### src/rtl/spi_host_pkg.sv
package spi_host_pkg;
  localparam int RSEL_CTRL = 0;
  localparam int RSEL_STAT = 1;
  localparam int RSEL_DATA = 2;
  localparam int RSEL_BAUD = 3;
  localparam int ACC_RAW = 0;
  localparam int ACC_CLR = 1;
  localparam int ACC_SET = 2;

  localparam int CB_HOST   = 5;
  localparam int CB_CKP    = 6;
  localparam int CB_CKE    = 8;
  localparam int CB_SMP    = 9;
  localparam int CB_WS     = 10;
  localparam int CB_ON     = 15;
  localparam int CB_DEEP   = 16;
  localparam int CB_AUTOSS = 28;

  localparam int SB_OVF = 6;
  localparam int SB_TXL = 16;
  localparam int SB_RXL = 24;

  localparam int DIV_W = 9;

  localparam logic [31:0] CTRL_MASK = (32'd1 << CB_HOST) | (32'd1 << CB_CKP) |
      (32'd1 << CB_CKE) | (32'd1 << CB_SMP) | (32'd3 << CB_WS) | (32'd1 << CB_ON) |
      (32'd1 << CB_DEEP) | (32'd1 << CB_AUTOSS);

  typedef enum logic [1:0] {WS_8 = 2'd0, WS_16 = 2'd1, WS_32 = 2'd2, WS_ALT = 2'd3} wsize_e;

  function automatic logic [5:0] ws_bits(input logic [1:0] ws);
    case (ws)
      WS_16:   return 6'd16;
      WS_32:   return 6'd32;
      default: return 6'd8;
    endcase
  endfunction

  function automatic logic [1:0] ws_log2_bytes(input logic [1:0] ws);
    case (ws)
      WS_16:   return 2'd1;
      WS_32:   return 2'd2;
      default: return 2'd0;
    endcase
  endfunction

  function automatic logic [31:0] ws_mask(input logic [1:0] ws);
    case (ws)
      WS_16:   return 32'h0000_FFFF;
      WS_32:   return 32'hFFFF_FFFF;
      default: return 32'h0000_00FF;
    endcase
  endfunction
endpackage

### src/rtl/spi_host_fifo.sv
module spi_host_fifo #(
  parameter int DW    = 32,
  parameter int DEPTH = 16,
  localparam int AW   = $clog2(DEPTH),
  localparam int LW   = AW + 1
) (
  input  logic          clk,
  input  logic          rst_n,
  input  logic          flush,
  input  logic [LW-1:0] cap,
  input  logic          push,
  input  logic [DW-1:0] wdata,
  input  logic          pop,
  output logic [DW-1:0] rdata,
  output logic [LW-1:0] level,
  output logic          full,
  output logic          empty
);
  logic [DW-1:0] mem [DEPTH];
  logic [AW-1:0] wp, rp;
  logic          do_push, do_pop;

  assign full    = (level >= cap);
  assign empty   = (level == '0);
  assign do_push = push && !full && !flush;
  assign do_pop  = pop && !empty && !flush;
  assign rdata   = mem[rp];

  always_ff @(posedge clk or negedge rst_n) begin
    if (!rst_n) begin
      wp    <= '0;
      rp    <= '0;
      level <= '0;
    end else if (flush) begin
      wp    <= '0;
      rp    <= '0;
      level <= '0;
    end else begin
      if (do_push) wp <= wp + AW'(1);
      if (do_pop)  rp <= rp + AW'(1);
      level <= level + LW'(do_push) - LW'(do_pop);
    end
  end

  always_ff @(posedge clk) begin
    if (do_push) mem[wp] <= wdata;
  end
endmodule

### src/rtl/spi_host_regs.sv
module spi_host_regs
  import spi_host_pkg::*;
#(
  parameter int LW = 5
) (
  input  logic             clk,
  input  logic             rst_n,
  input  logic             wr,
  input  logic             rd,
  input  logic [3:0]       addr,
  input  logic [31:0]      wdata,
  input  logic [LW-1:0]    tx_level,
  input  logic [LW-1:0]    rx_level,
  input  logic [31:0]      rx_head,
  input  logic             rx_empty,
  input  logic             rx_drop,
  output logic [31:0]      ctrl,
  output logic [DIV_W-1:0] div,
  output logic             ovf,
  output logic             tx_push,
  output logic             rx_pop,
  output logic [31:0]      rdata
);
  logic [1:0] rsel, acc;
  logic       wr_ctrl, wr_baud, ovf_clr;
  logic [31:0] status;

  assign rsel    = addr[3:2];
  assign acc     = addr[1:0];
  assign wr_ctrl = wr && (rsel == 2'(RSEL_CTRL));
  assign wr_baud = wr && (rsel == 2'(RSEL_BAUD));
  assign ovf_clr = wr && (rsel == 2'(RSEL_STAT)) && (acc == 2'(ACC_CLR)) && wdata[SB_OVF];
  assign tx_push = wr && (rsel == 2'(RSEL_DATA)) && (acc == 2'(ACC_RAW)) && ctrl[CB_ON];
  assign rx_pop  = rd && (rsel == 2'(RSEL_DATA)) && (acc == 2'(ACC_RAW)) && !rx_empty;

  always_ff @(posedge clk or negedge rst_n) begin
    if (!rst_n) begin
      ctrl <= '0;
      div  <= '0;
      ovf  <= 1'b0;
    end else begin
      if (wr_ctrl) begin
        case (acc)
          2'(ACC_RAW): ctrl <= wdata & CTRL_MASK;
          2'(ACC_SET): ctrl <= ctrl | (wdata & CTRL_MASK);
          2'(ACC_CLR): ctrl <= ctrl & ~wdata;
          default:     ctrl <= ctrl;
        endcase
      end
      if (wr_baud) begin
        case (acc)
          2'(ACC_RAW): div <= wdata[DIV_W-1:0];
          2'(ACC_SET): div <= div | wdata[DIV_W-1:0];
          2'(ACC_CLR): div <= div & ~wdata[DIV_W-1:0];
          default:     div <= div;
        endcase
      end
      if (rx_drop)      ovf <= 1'b1;
      else if (ovf_clr) ovf <= 1'b0;
    end
  end

  always_comb begin
    status = '0;
    status[SB_OVF] = ovf;
    status[SB_TXL +: LW] = tx_level;
    status[SB_RXL +: LW] = rx_level;
  end

  always_comb begin
    rdata = '0;
    if (acc == 2'(ACC_RAW)) begin
      case (rsel)
        2'(RSEL_CTRL): rdata = ctrl;
        2'(RSEL_STAT): rdata = status;
        2'(RSEL_DATA): rdata = rx_empty ? 32'd0 : rx_head;
        default:       rdata = {{(32-DIV_W){1'b0}}, div};
      endcase
    end
  end
endmodule

### src/rtl/spi_host_baud.sv
module spi_host_baud
  import spi_host_pkg::*;
(
  input  logic             clk,
  input  logic             rst_n,
  input  logic             en,
  input  logic [DIV_W-1:0] div,
  output logic             tick
);
  logic [DIV_W-1:0] cnt;

  assign tick = en && (cnt == div);

  always_ff @(posedge clk or negedge rst_n) begin
    if (!rst_n)    cnt <= '0;
    else if (!en)  cnt <= '0;
    else if (tick) cnt <= '0;
    else           cnt <= cnt + DIV_W'(1);
  end
endmodule

### src/rtl/spi_host_shift.sv
module spi_host_shift
  import spi_host_pkg::*;
(
  input  logic        clk,
  input  logic        rst_n,
  input  logic        on,
  input  logic        go,
  input  logic        smp,
  input  logic [1:0]  ws,
  input  logic        tx_empty,
  input  logic [31:0] tx_head,
  input  logic        tick,
  input  logic        miso,
  output logic        tx_pop,
  output logic        busy,
  output logic        half,
  output logic        rx_push,
  output logic [31:0] rx_word,
  output logic        mosi
);
  logic [31:0] tx_sh, rx_sh, rx_next;
  logic [4:0]  bitc;
  logic [1:0]  ws_q;
  logic [5:0]  width_q;
  logic        last_bit;

  assign width_q  = ws_bits(ws_q);
  assign last_bit = ({1'b0, bitc} == width_q - 6'd1);
  assign tx_pop   = !busy && go && !tx_empty;
  assign rx_next  = {rx_sh[30:0], miso};
  assign rx_push  = busy && tick && half && last_bit;
  assign rx_word  = (smp ? rx_next : rx_sh) & ws_mask(ws_q);
  assign mosi     = busy && tx_sh[31];

  always_ff @(posedge clk or negedge rst_n) begin
    if (!rst_n) begin
      busy  <= 1'b0;
      half  <= 1'b0;
      bitc  <= '0;
      ws_q  <= '0;
      tx_sh <= '0;
      rx_sh <= '0;
    end else if (!on) begin
      busy <= 1'b0;
      half <= 1'b0;
      bitc <= '0;
    end else if (!busy) begin
      if (tx_pop) begin
        busy  <= 1'b1;
        half  <= 1'b0;
        bitc  <= '0;
        ws_q  <= ws;
        tx_sh <= tx_head << (6'd32 - ws_bits(ws));
        rx_sh <= '0;
      end
    end else if (tick) begin
      if (!half) begin
        half <= 1'b1;
        if (!smp) rx_sh <= rx_next;
      end else begin
        half <= 1'b0;
        if (smp) rx_sh <= rx_next;
        if (last_bit) begin
          busy <= 1'b0;
        end else begin
          bitc  <= bitc + 5'd1;
          tx_sh <= tx_sh << 1;
        end
      end
    end
  end
endmodule

### src/rtl/spi_host_ctrl.sv
module spi_host_ctrl
  import spi_host_pkg::*;
#(
  parameter int QBYTES = 16,
  localparam int DEPTH = QBYTES,
  localparam int LW    = $clog2(DEPTH) + 1
) (
  input  logic        clk,
  input  logic        rst_n,
  input  logic        reg_wr,
  input  logic        reg_rd,
  input  logic [3:0]  reg_addr,
  input  logic [31:0] reg_wdata,
  output logic [31:0] reg_rdata,
  output logic        sclk,
  output logic        mosi,
  input  logic        miso,
  output logic        ss_n
);
  logic [31:0]      ctrl;
  logic [DIV_W-1:0] div;
  logic             ovf_flag;
  logic             ctl_on, ctl_host, ctl_ckp, ctl_cke, ctl_smp, ctl_deep, ctl_autoss;
  logic [1:0]       ctl_ws;
  logic [LW-1:0]    fifo_cap, tx_level, rx_level;
  logic             tx_push, tx_pop, tx_full, tx_empty;
  logic             rx_pop, rx_full, rx_empty, eng_rx_push, rx_drop;
  logic [31:0]      tx_head, rx_head, rx_word;
  logic             eng_busy, eng_half, tick;

  assign ctl_on     = ctrl[CB_ON];
  assign ctl_host   = ctrl[CB_HOST];
  assign ctl_ckp    = ctrl[CB_CKP];
  assign ctl_cke    = ctrl[CB_CKE];
  assign ctl_smp    = ctrl[CB_SMP];
  assign ctl_deep   = ctrl[CB_DEEP];
  assign ctl_autoss = ctrl[CB_AUTOSS];
  assign ctl_ws     = ctrl[CB_WS +: 2];

  assign fifo_cap = ctl_deep ? LW'(DEPTH >> ws_log2_bytes(ctl_ws)) : LW'(1);
  assign rx_drop  = eng_rx_push && rx_full;

  spi_host_regs #(.LW(LW)) u_regs (
    .clk(clk), .rst_n(rst_n), .wr(reg_wr), .rd(reg_rd), .addr(reg_addr),
    .wdata(reg_wdata), .tx_level(tx_level), .rx_level(rx_level), .rx_head(rx_head),
    .rx_empty(rx_empty), .rx_drop(rx_drop), .ctrl(ctrl), .div(div), .ovf(ovf_flag),
    .tx_push(tx_push), .rx_pop(rx_pop), .rdata(reg_rdata)
  );

  spi_host_fifo #(.DW(32), .DEPTH(DEPTH)) u_txq (
    .clk(clk), .rst_n(rst_n), .flush(!ctl_on), .cap(fifo_cap), .push(tx_push),
    .wdata(reg_wdata), .pop(tx_pop), .rdata(tx_head), .level(tx_level),
    .full(tx_full), .empty(tx_empty)
  );

  spi_host_fifo #(.DW(32), .DEPTH(DEPTH)) u_rxq (
    .clk(clk), .rst_n(rst_n), .flush(!ctl_on), .cap(fifo_cap), .push(eng_rx_push),
    .wdata(rx_word), .pop(rx_pop), .rdata(rx_head), .level(rx_level),
    .full(rx_full), .empty(rx_empty)
  );

  spi_host_baud u_baud (
    .clk(clk), .rst_n(rst_n), .en(eng_busy), .div(div), .tick(tick)
  );

  spi_host_shift u_eng (
    .clk(clk), .rst_n(rst_n), .on(ctl_on), .go(ctl_on && ctl_host), .smp(ctl_smp),
    .ws(ctl_ws), .tx_empty(tx_empty), .tx_head(tx_head), .tick(tick), .miso(miso),
    .tx_pop(tx_pop), .busy(eng_busy), .half(eng_half), .rx_push(eng_rx_push),
    .rx_word(rx_word), .mosi(mosi)
  );

  assign sclk = ctl_ckp ^ (eng_busy && (ctl_cke ? eng_half : !eng_half));
  assign ss_n = !(ctl_autoss && ctl_on && ctl_host && (eng_busy || !tx_empty));

  logic unused_ok;
  assign unused_ok = tx_full;
endmodule

### config.mk
export PLATFORM = sky130hd
export DESIGN_NAME = spi_host_ctrl
export DESIGN_NICKNAME = d
export VERILOG_FILES = /design/src/rtl/spi_host_pkg.sv /design/src/rtl/spi_host_fifo.sv /design/src/rtl/spi_host_regs.sv /design/src/rtl/spi_host_baud.sv /design/src/rtl/spi_host_shift.sv /design/src/rtl/spi_host_ctrl.sv
export SDC_FILE = /design/constraint.sdc
export NUM_CORES = 1
export LEC_CHECK = 0
export BUFFER_PORTS_ARGS = -buffer_cell sky130_fd_sc_hd__buf_2
export CAP_MARGIN = 20
export CORE_UTILIZATION = 55
export DETAILED_ROUTE_END_ITERATION = 10
export PLACE_DENSITY = 0.71
export SYNTH_ARGS = -nofsm -noshare
export SYNTH_HDL_FRONTEND = slang
export SYNTH_SLANG_ARGS = --single-unit
### constraint.sdc
create_clock -name clk -period 17.6 [get_ports clk]
set_input_delay 0 -clock clk [delete_from_list [all_inputs] [get_ports clk]]
set_output_delay 0 -clock clk [all_outputs]
set_load 0.02 [all_outputs]
==> Yosys cells after proc, flatten, opt, wreduce, memory -nomap -nowiden <==
Memory sizes are Yosys's and may differ from the RTL's.
Cells that the tools add are included.
{ "word_totals": {"input_bits": 41, "wordCells": 180, "reg_bits": 150, "out_inout_bits": 35, "mem_count": 2, "mem_bits_rw": 1024} }
{ "classes": {"n_bitwise": 9, "addsub": 12, "n_lt_le_gt_ge": 2, "mux": 60, "eq_ne": 23, "shifts": 2, "reduce_logical": 54} }
{ "memory_table": {"columns": ["memory", "depth", "word_bits", "read_ports", "rd_ports_with_merged_regs", "wr", "line", "source"], "rows": [
  ["u_rxq.mem", 16, 32, 1, 0, 1, "spi_host_fifo.sv:19", "logic [DW-1:0] mem [DEPTH];"],
  ["u_txq.mem", 16, 32, 1, 0, 1, "spi_host_fifo.sv:19", null]
]} }
{ "ops": {"columns": ["operator", "n"], "rows": [
  ["32-bit 2-to-1 mux", 13],
  ["32-bit case mux with 3 select lines", 2],
  ["32-bit AND", 2],
  ["32-bit case mux with 2 select lines", 1],
  ["5-bit 2-to-1 mux", 9],
  ["1-bit logical AND", 32],
  ["4-bit 2-to-1 mux", 8],
  ["32-bit NOT", 1],
  ["32-bit by 29-bit OR with 32-bit output", 1],
  ["32-bit by 6-bit << shifter with 32-bit output", 1],
  ["9-bit case mux with 3 select lines", 1],
  ["6-bit case mux with 2 select lines", 2],
  ["1-bit 2-to-1 mux", 18],
  ["6-bit 2-to-1 mux", 3],
  ["9-bit 2-to-1 mux", 2],
  ["4-bit by 1-bit adder with 4-bit output, second input constant", 4],
  ["5-bit by 1-bit adder with 5-bit output", 2],
  ["2-bit equality test, second input constant", 5],
  ["5-bit greater-or-equal comparator", 2],
  ["5-bit logical NOT", 2],
  ["2-bit by 1-bit inequality test with 1-bit output, second input constant", 5],
  ["5-bit by 1-bit subtractor with 5-bit output", 2],
  ["9-bit by 1-bit adder with 9-bit output, second input constant", 1],
  ["9-bit AND", 1],
  ["25 further kinds", 42]
]} }

==> Longest topological paths before layout <==
Gate-level depths: netlist of run 1.
{ "depth": {"ltp_word": 11, "ltp_mapped": 16} }

==> Hierarchy <==
A second synthesis of run 1 with hierarchy kept.
{ "hier_totals": {"hier_cells": 2690, "area_unflattened_um2": 48297.6} }
{ "modules_own_cells": {"columns": ["mod", "n_inst", "area_per_inst_um2", "cells_each"], "rows": [
  ["spi_host_fifo at u_rxq", 1, 20683.6, 1077],
  ["spi_host_fifo at u_txq", 1, 20173.1, 908],
  ["spi_host_shift", 1, 4241.6, 362],
  ["spi_host_regs", 1, 2553.7, 273],
  ["spi_host_baud", 1, 535.5, 53],
  ["spi_host_ctrl", 1, 110.1, 17]
]} }

==> Worst setup path before layout of run 1 <==
No wires, ideal clock.
{ "synth_path": {"path_kind": "reg-to-reg", "start": "reg u_regs.ctrl[10]", "end": "mem u_txq.mem[3][0] (enable)", "slack_ns": 11.526, "synth_period_minus_slack_ns": 6.074, "arrival_time_ns": 5.573, "required_time_ns": 17.099, "n_path_buf": 3, "stages_incl_launch_ff": 12, "cell_sequence": "dfrtp_1 inv_1 ha_1 clkbuf_1 clkbuf_1 nand2_1 ha_1 nand4b_1 a2111oi_0 o21ai_0 clkbuf_1 nor4_1"} }
{ "synth_between": {"elab_chain_cells": 10, "word_cells_on_any_way": 11} }
{ "synth_rtl": {"columns": ["item", "line", "source"], "rows": [
  ["from (decl)", "spi_host_regs.sv:17", "output logic [31:0] ctrl,"],
  ["from (signal assigned)", "spi_host_regs.sv:44", "2'(ACC_RAW): ctrl <= wdata & CTRL_MASK;"],
  ["from (signal assigned)", "spi_host_regs.sv:45", "2'(ACC_SET): ctrl <= ctrl | (wdata & CTRL_MASK);"],
  ["from (signal assigned)", "spi_host_regs.sv:46", "2'(ACC_CLR): ctrl <= ctrl & ~wdata;"],
  ["2-bit equality test / 2-bit by 1-bit equality test with 1-bit output (equally long branches)", "spi_host_pkg.sv:40", "case (ws)"],
  ["2-bit case mux with 2 select lines *", "spi_host_pkg.sv:40", null],
  ["5-bit by 2-bit >> shifter with 5-bit output *", "spi_host_ctrl.sv:40", "assign fifo_cap = ctl_deep ? LW'(DEPTH >> ws_log2_bytes(ctl_ws)) : LW'(1);"],
  ["5-bit 2-to-1 mux *", "spi_host_ctrl.sv:40", null],
  ["5-bit greater-or-equal comparator *", "spi_host_fifo.sv:23", "assign full = (level >= cap);"],
  ["1-bit logical NOT *", "spi_host_fifo.sv:25", "assign do_push = push && !full && !flush;"],
  ["1-bit logical AND * (2 in a row)", "spi_host_fifo.sv:25", null],
  ["1-bit 2-to-1 mux *", "spi_host_fifo.sv:46", "if (do_push) mem[wp] <= wdata;"],
  ["1-bit 2-to-1 mux (implied by the code) *", "spi_host_fifo.sv:46", null],
  ["to (decl)", "spi_host_fifo.sv:19", null]
]} }
Mark *: on every way between the ends. The rest lies on a longest branch, timed or not.

==> Final worst setup path of run 1 <==
{ "layout_path": {"start": "reg u_regs.ctrl[10]", "end": "mem u_txq.mem[1][9] (enable)"} }
Same word-level chain as after synthesis.

==> results.py, run 1 <==
metrics = {
    "route": {
        "via_count": 25564,
        "first_pass_iters": 7,
        "postRouteAntennaNets": 0,
        "finalWirelength_mm": 120,
        "viasPerCell": 6.57,
        "drt_iter0_drc": 3168,
        "drc_errors": 0,
        "wl_per_cell_um": 30.9,
    },
    "synth": {
        "synth_cells": 2517,
        "syn_nets": 2603,
        "netlist_area_um2": 47500,
        "syn_area_per_cell_um2": 18.9,
        "ys_types": 60,
        "async_flop_share_pct": 12.8,
        "yosysWarnings": 0,
        "synth_edf_count": 1024,
        "ys_ff_latch": 1174,
        "seq_area_frac_synth_pct": 72.7,
        "ys.flop_type": "edfxtp_1",
    },
    "cells_and_area": {
        "fillers": 5821,
        "area_growth_pct": 12.4,
        "multi_input_area_um2": 12300,
        "drive_gt1_share_pct": 22.6,
        "diodes": 0,
        "postLayoutCellArea_um2": 53400,
        "instances_no_fill": 3892,
        "regArea_um2": 34500,
        "fin_nets": 2738,
    },
    "floorplan": {
        "die_y_um": 296,
        "core-area_um2": 85300,
        "design.die.area_um2": 87500,
        "ios": 76,
        "fp.dieW_um": 296,
        "rows": 107,
        "start_util_pct": 55.7,
    },
    "cts": {
        "htree_levels": 3,
        "numCtsBuffers": 113,
        "clkTransAtPathRegs_ns": 0.06,
        "clock_latency_ns": 0.70,
        "clock-sinks": 1174,
        "cts_max_path_buffers": 3,
        "root_buffer": "clkbuf_16",
        "tritoncts": "built",
    },
    "timing": {
        "finalSetupTns_ns": 0,
        "rsz0062_at_grt": "no",
        "period_share_pct": 27.3,
        "relSlewSlack_pct": 17.0,
        "hold_viol": 0,
        "finClkSkew_ns": 0.0302,
        "setup_viol_count_final": 0,
        "tightest_slew_ns": 1.23,
        "period_needed_ns": 4.80,
        "timing.fmax_mhz": 208,
        "drv_slew": 0,
    },
    "power": {
        "irDropWorstVdd_v": 0.0000868,
        "total_leakage_power_nw": 16.6,
        "p_comb_share_pct": 12.9,
        "power_w": 0.00640,
        "clkPwrFrac_pct": 37.8,
        "power_density_nw_per_um2": 120,
        "netSwitchingFraction_pct": 25.2,
        "p_sw_w": 0.00161,
        "intPower_w": 0.00479,
        "p_seq_share_pct": 49.3,
    },
    "placement": {
        "dp.cells": 3635,
        "io_buffers": 75,
        "place_congestion": 0.952,
        "place_hpwl_mm": 71.2,
        "place_area_um2": 49200,
    },
    "run_status": {
        "run_status": "finished, final reports clean",
    },
    "worst_setup_path": {
        "worstSetupStartpointType": "flop",
        "required_ns": 17.90,
        "cp.arrival_ns": 5.09,
        "cp_cell_sequence": "inv_1, ha_1, nand2_1, ha_1, nand4b_1, a2111oi_0, o21ai_0, buf_4, nor3_1, and2_2",
        "worst_path_max_delay_cell": "ha_1",
        "slowest_delay_ns": 0.90,
        "critPathMostFrequentCell": "ha_1",
        "critPathMaxFanout": 32,
        "end_kind": "flop",
        "critical_path_class": "flop to flop",
    },
    "job": {
        "maxCapViolations": 0,
    },
    "global_routing": {
        "grt_pass1_vias": 25648,
        "globalRouteOverflowTotal": 0,
        "grt_max_degree": 78,
        "grt_usage_pct": 28.0,
        "antenna_found_initial": 4,
        "grt_pass1_wl_mm": 175,
    },
    "min_path": {
        "hold_class": "input port to flop",
    },
}
[registers in the layout, indices dropped and copies added (netlist names), 5 cells and up]
name / flops
u_rxq.level: 5
u_eng.bitc: 5
u_regs.div: 9
u_regs.ctrl: 32
u_txq.level: 5
u_txq.mem: 512
u_baud.cnt: 9
u_eng.tx_sh: 32
u_eng.rx_sh: 32
u_rxq.mem: 512
[critical path, delay by kind of cell (launching register included)]
kind	cells	cell delay (ns)
buffers and inverters	2	0.33
AO/OA/AOI/OAI	2	0.66
flip-flops	1	0.53
AND/OR/NAND/NOR	4	1.68
adder cells (fa/ha/maj)	2	1.14
[cell usage in the layout, fill, tap and decap left out, drive strengths merged, types with 63 or more instances in the layout]
master / n
edfxtp: 1024
mux4: 272
clkbuf: 151
dfrtp: 150
buf: 124
nor2: 92
mux2i: 87
a21oi: 86
nand2: 75
o21ai: 63
nor2b: 63
[worst paths after layout]
kind / slack (ns) / to / cells past startpoint / from
min in group asynchronous: 0.39 / u_regs.ctrl[11] / 4 / rst_n
min reg2reg: 0.49 / u_regs.ctrl[0] / 1 / u_regs.ctrl[0]
max reg2reg: 12.80 / u_txq.mem[1][9] / 10 / u_regs.ctrl[10]
max in group asynchronous: 16.59 / u_eng.rx_sh[31] / 5 / rst_n
max: 12.80 / u_txq.mem[1][9] / 10 / u_regs.ctrl[10]
min: 0.03 / u_regs.ctrl[11] / 6 / reg_addr[1]
[synthesized netlist by cell type, types with 31 or more instances]
cell type,n,area [µm²]
nand2_1,75,282
clkbuf_1,84,315
mux4_2,272,6130
dfrtp_1,150,3750
and2_1,49,307
nor2b_1,63,394
a22oi_1,57,428
edfxtp_1,1024,30700
and3_1,31,194
a221oi_1,35,307
a21oi_1,86,430
ha_1,43,538
o21ai_0,63,315
nor2_1,92,345
mux2i_1,87,871
[power groups by stage]
stage	clock, W	combinational (W)	sequential, W
finish	0.00242	0.000824	0.00315
global route	0.00254	0.000875	0.00316
CTS	0.00244	0.000816	0.00315
detailed placement	0	0.000804	0.00321
global placement	0	0.000789	0.00321
floorplan	0	0.000590	0.00315
[logic make-up after synthesis]
group,count (synthesis),share of synthesized area (%)
AOI/OAI and AO/OA,350,4.97
xor gates and xnor gates,36,0.664
adders and majority gates,45,1.22
buffers and inverters,174,1.58
DFF,1174,72.7
muxes,368,14.9
and+or+nand+nor,370,3.97
[metrics by stage]
| step | hold slack [ns] | utilization (%) | setup slack [ns] |
|---|---|---|---|
| after floorplan | -0.296 | - | 11.53 |
| after global placement | 0.103 | 57.5 | 13.03 |
| after detailed placement | 0.105 | 57.6 | 12.93 |
| after CTS | 0.0204 | 62.5 | 12.89 |
| after global routing | 0.103 | 62.6 | 12.56 |
| final | 0.0340 | 62.6 | 12.80 |
[layer usage]
layer	track usage (%)	up-vias	routed length (µm)
met5	0	-	21
met1	38.5	13435	46800
met4	11.7	4	5280
met2	44.9	1331	58600
li1	-	10521	-
met3	4.65	273	9490
[repair_timing]
item / in CTS / in global routing
buffers inserted: 0 / 0
gates resized for setup: 0 / 0
hold endpoints to repair: 651 / 0
hold buffers: 40 / 0
[final cells by class]
| type | instances | area share (%) |
|---|---|---|
| sequential | 1174 | 64.7 |
| multi-input combinational | 1169 | 23.1 |
| clock buffer | 150 | 5.71 |
| tap | 1144 | 2.68 |
| timing repair buffer | 164 | 2.46 |
| clock inverter | 61 | 1.19 |
| inverter | 30 | 0.211 |
Note: power is estimated with default switching activity, not from simulation.
==> inputs of run 2 (changes only) <==
PLACE_DENSITY = 0.74   (was 0.71)
clock period = 4.4 ns   (was 17.6 ns; I/O delays follow)
==> run 2 against run 1 <==
Total power grew to 4.0 times the previous value; sequential power grew to 4.0 times the previous value; sequential share of layout area is 0.74 points lower; count of clock-buffer cells in the layout is 11 lower; critical path depth is 4 lower; largest cell class unchanged.
==> results.py, run 2 (same netlist as run 1, synthesis figures left out) <==
metrics = {
    "cells_and_area": {
        "final_common_cell": "edfxtp_1",
        "diodes": 0,
        "area_growth_pct": 13.7,
        "final_cell_mix": "1,024 x edfxtp_1, 272 x mux4_2, 143 x dfrtp_1, 114 x clkbuf_16, 90 x nor2_1",
        "top_regs": "u_rxq.mem (512), u_txq.mem (512)",
        "fin_nets": 2799,
        "instances_no_fill": 3951,
        "postLayoutCellArea_um2": 54000,
        "drive_gt1_share_pct": 24.4,
        "final_util_pct": 63.3,
    },
    "cts": {
        "postCtsResizedCells": 0,
        "clock_latency_ns": 0.69,
        "root_buffer": "clkbuf_16",
        "tritoncts": "built",
        "clkTransAtPathRegs_ns": 0.06,
        "numCtsBuffers": 113,
        "htree_levels": 3,
        "clock-sinks": 1174,
        "cts_max_path_buffers": 3,
    },
    "floorplan": {
        "core-area_um2": 85300,
        "rows": 107,
        "ios": 76,
        "fp.dieW_um": 296,
        "start_util_pct": 55.7,
        "design.die.area_um2": 87500,
        "die_y_um": 296,
    },
    "worst_setup_path": {
        "cp_cell_sequence": "buf_4, mux4_2, mux4_2, a22oi_1, nor2b_1, buf_2",
        "worst-path-buf-inv": 2,
        "worstSetupStartpointType": "flop",
        "critical_path_class": "flop to output port",
        "required_ns": 4.40,
        "critPathMaxFanout": 24,
        "critPathMostFrequentCell": "mux4_2",
        "slowest_delay_ns": 0.68,
        "worst_path_max_delay_cell": "dfrtp_4",
        "cpLargestDelayFamily": "multiplexers",
        "end_kind": "output port",
        "cp.arrival_ns": 3.73,
    },
    "route": {
        "wl_per_cell_um": 29.0,
        "finalWirelength_mm": 114,
        "postRouteAntennaNets": 0,
        "drc_errors": 0,
        "drt_iter0_drc": 3143,
        "viasPerCell": 6.44,
        "via_count": 25445,
        "first_pass_iters": 6,
    },
    "placement": {
        "place_area_um2": 49700,
        "dp.cells": 3679,
        "io_buffers": 75,
        "place_congestion": 0.885,
        "place_hpwl_mm": 71.0,
    },
    "run_status": {
        "run_status": "finished, final reports clean",
    },
    "timing": {
        "relSlewSlack_pct": 24.7,
        "period_needed_ns": 3.73,
        "rsz0062_at_grt": "no",
        "finClkSkew_ns": 0.0232,
        "period_share_pct": 84.7,
        "timing.fmax_mhz": 268,
        "drv_slew": 0,
        "setup_viol_count_final": 0,
        "finalSetupTns_ns": 0,
        "tightest_slew_ns": 1.13,
        "hold_viol": 0,
    },
    "power": {
        "power_density_nw_per_um2": 472,
        "irDropWorstVdd_v": 0.000421,
        "total_leakage_power_nw": 17.4,
    },
    "min_path": {
        "hold_class": "input port to flop",
    },
    "global_routing": {
        "antenna_found_initial": 3,
        "globalRouteOverflowTotal": 0,
        "grt_usage_pct": 26.7,
        "grt_max_degree": 73,
        "grt_pass1_wl_mm": 169,
        "grt_pass1_vias": 25706,
    },
    "job": {
        "maxCapViolations": 0,
    },
}
[run 2: changes by cell type in the layout (fill, tap and decap cells not counted), moves of 3 or more]
cell,delta
clkinv_2,+3
clkbuf_1,-9
clkinv_4,+4
buf_12,+12
buf_4,+46
dlygate4sd3_1,+3
[run 2: what timing repair did]
item	4_1_cts	5_1_grt
hold endpoints to repair	647	0
hold buffers	43	0
buffers inserted	0	0
[run 2: final cells by class]
type / instances / area (µm²)
sequential: 1174 / 34500
fill: 5758 / 31300
multi-input combinational: 1169 / 12300
clock buffer: 139 / 2980
timing repair buffer: 225 / 1920
tap: 1144 / 1430
clock inverter: 70 / 714
inverter: 30 / 113
[run 2: final timing paths]
kind                                 start               to  slack (ns)  cells after the start
setup / recovery               u_rxq.rp[0]    reg_rdata[30]        0.67                      6
min in group asynchronous            rst_n  u_eng.tx_sh[13]        0.46                      4
setup reg to reg           u_regs.ctrl[10]   u_rxq.level[4]        0.75                     16
hold / removal                 reg_addr[2]    u_regs.div[8]        0.15                      4
max in group asynchronous            rst_n      u_rxq.rp[0]        3.41                      4
hold reg to reg            u_regs.ctrl[22]  u_regs.ctrl[22]        0.49                      1
[run 2: per-layer routing]
metal  up-vias  GRT usage [%]  routed length (µm)
li1      10635              -                   -
met1     13358           37.7               45200
met2      1289           42.9               56100
met3       161           4.68                9920
met4         2           7.99                3250
met5         -              0                   8
[run 2: worst reg2reg max path: cells and delay by family, from the launching register on]
family,cells,cell delay (ns)
AO/OA/AOI/OAI,6,0.77
adder cells (fa/ha/maj),4,1.28
buffers and inverters,2,0.30
flip-flops,1,0.44
AND/OR/NAND/NOR,4,0.76
[run 2: through the flow]
stage	hold slack, ns	setup slack (ns)	power [W]
2_1_floorplan	-0.296	0.351	0.0150
3_3_place_gp	0.0832	0.791	0.0159
3_5_place_dp	0.0817	0.812	0.0160
4_1_cts	0.128	0.588	0.0256
5_1_grt	0.196	0.511	0.0263
6_report	0.150	0.673	0.0255
[run 2: power breakdown]
group | total, W | internal [W] | switching, W
registers | 0.0126 | 0.0123 | 0.000287
clock network | 0.00968 | 0.00557 | 0.00411
logic | 0.00324 | 0.00141 | 0.00183
total | 0.0255 | 0.0193 | 0.00623
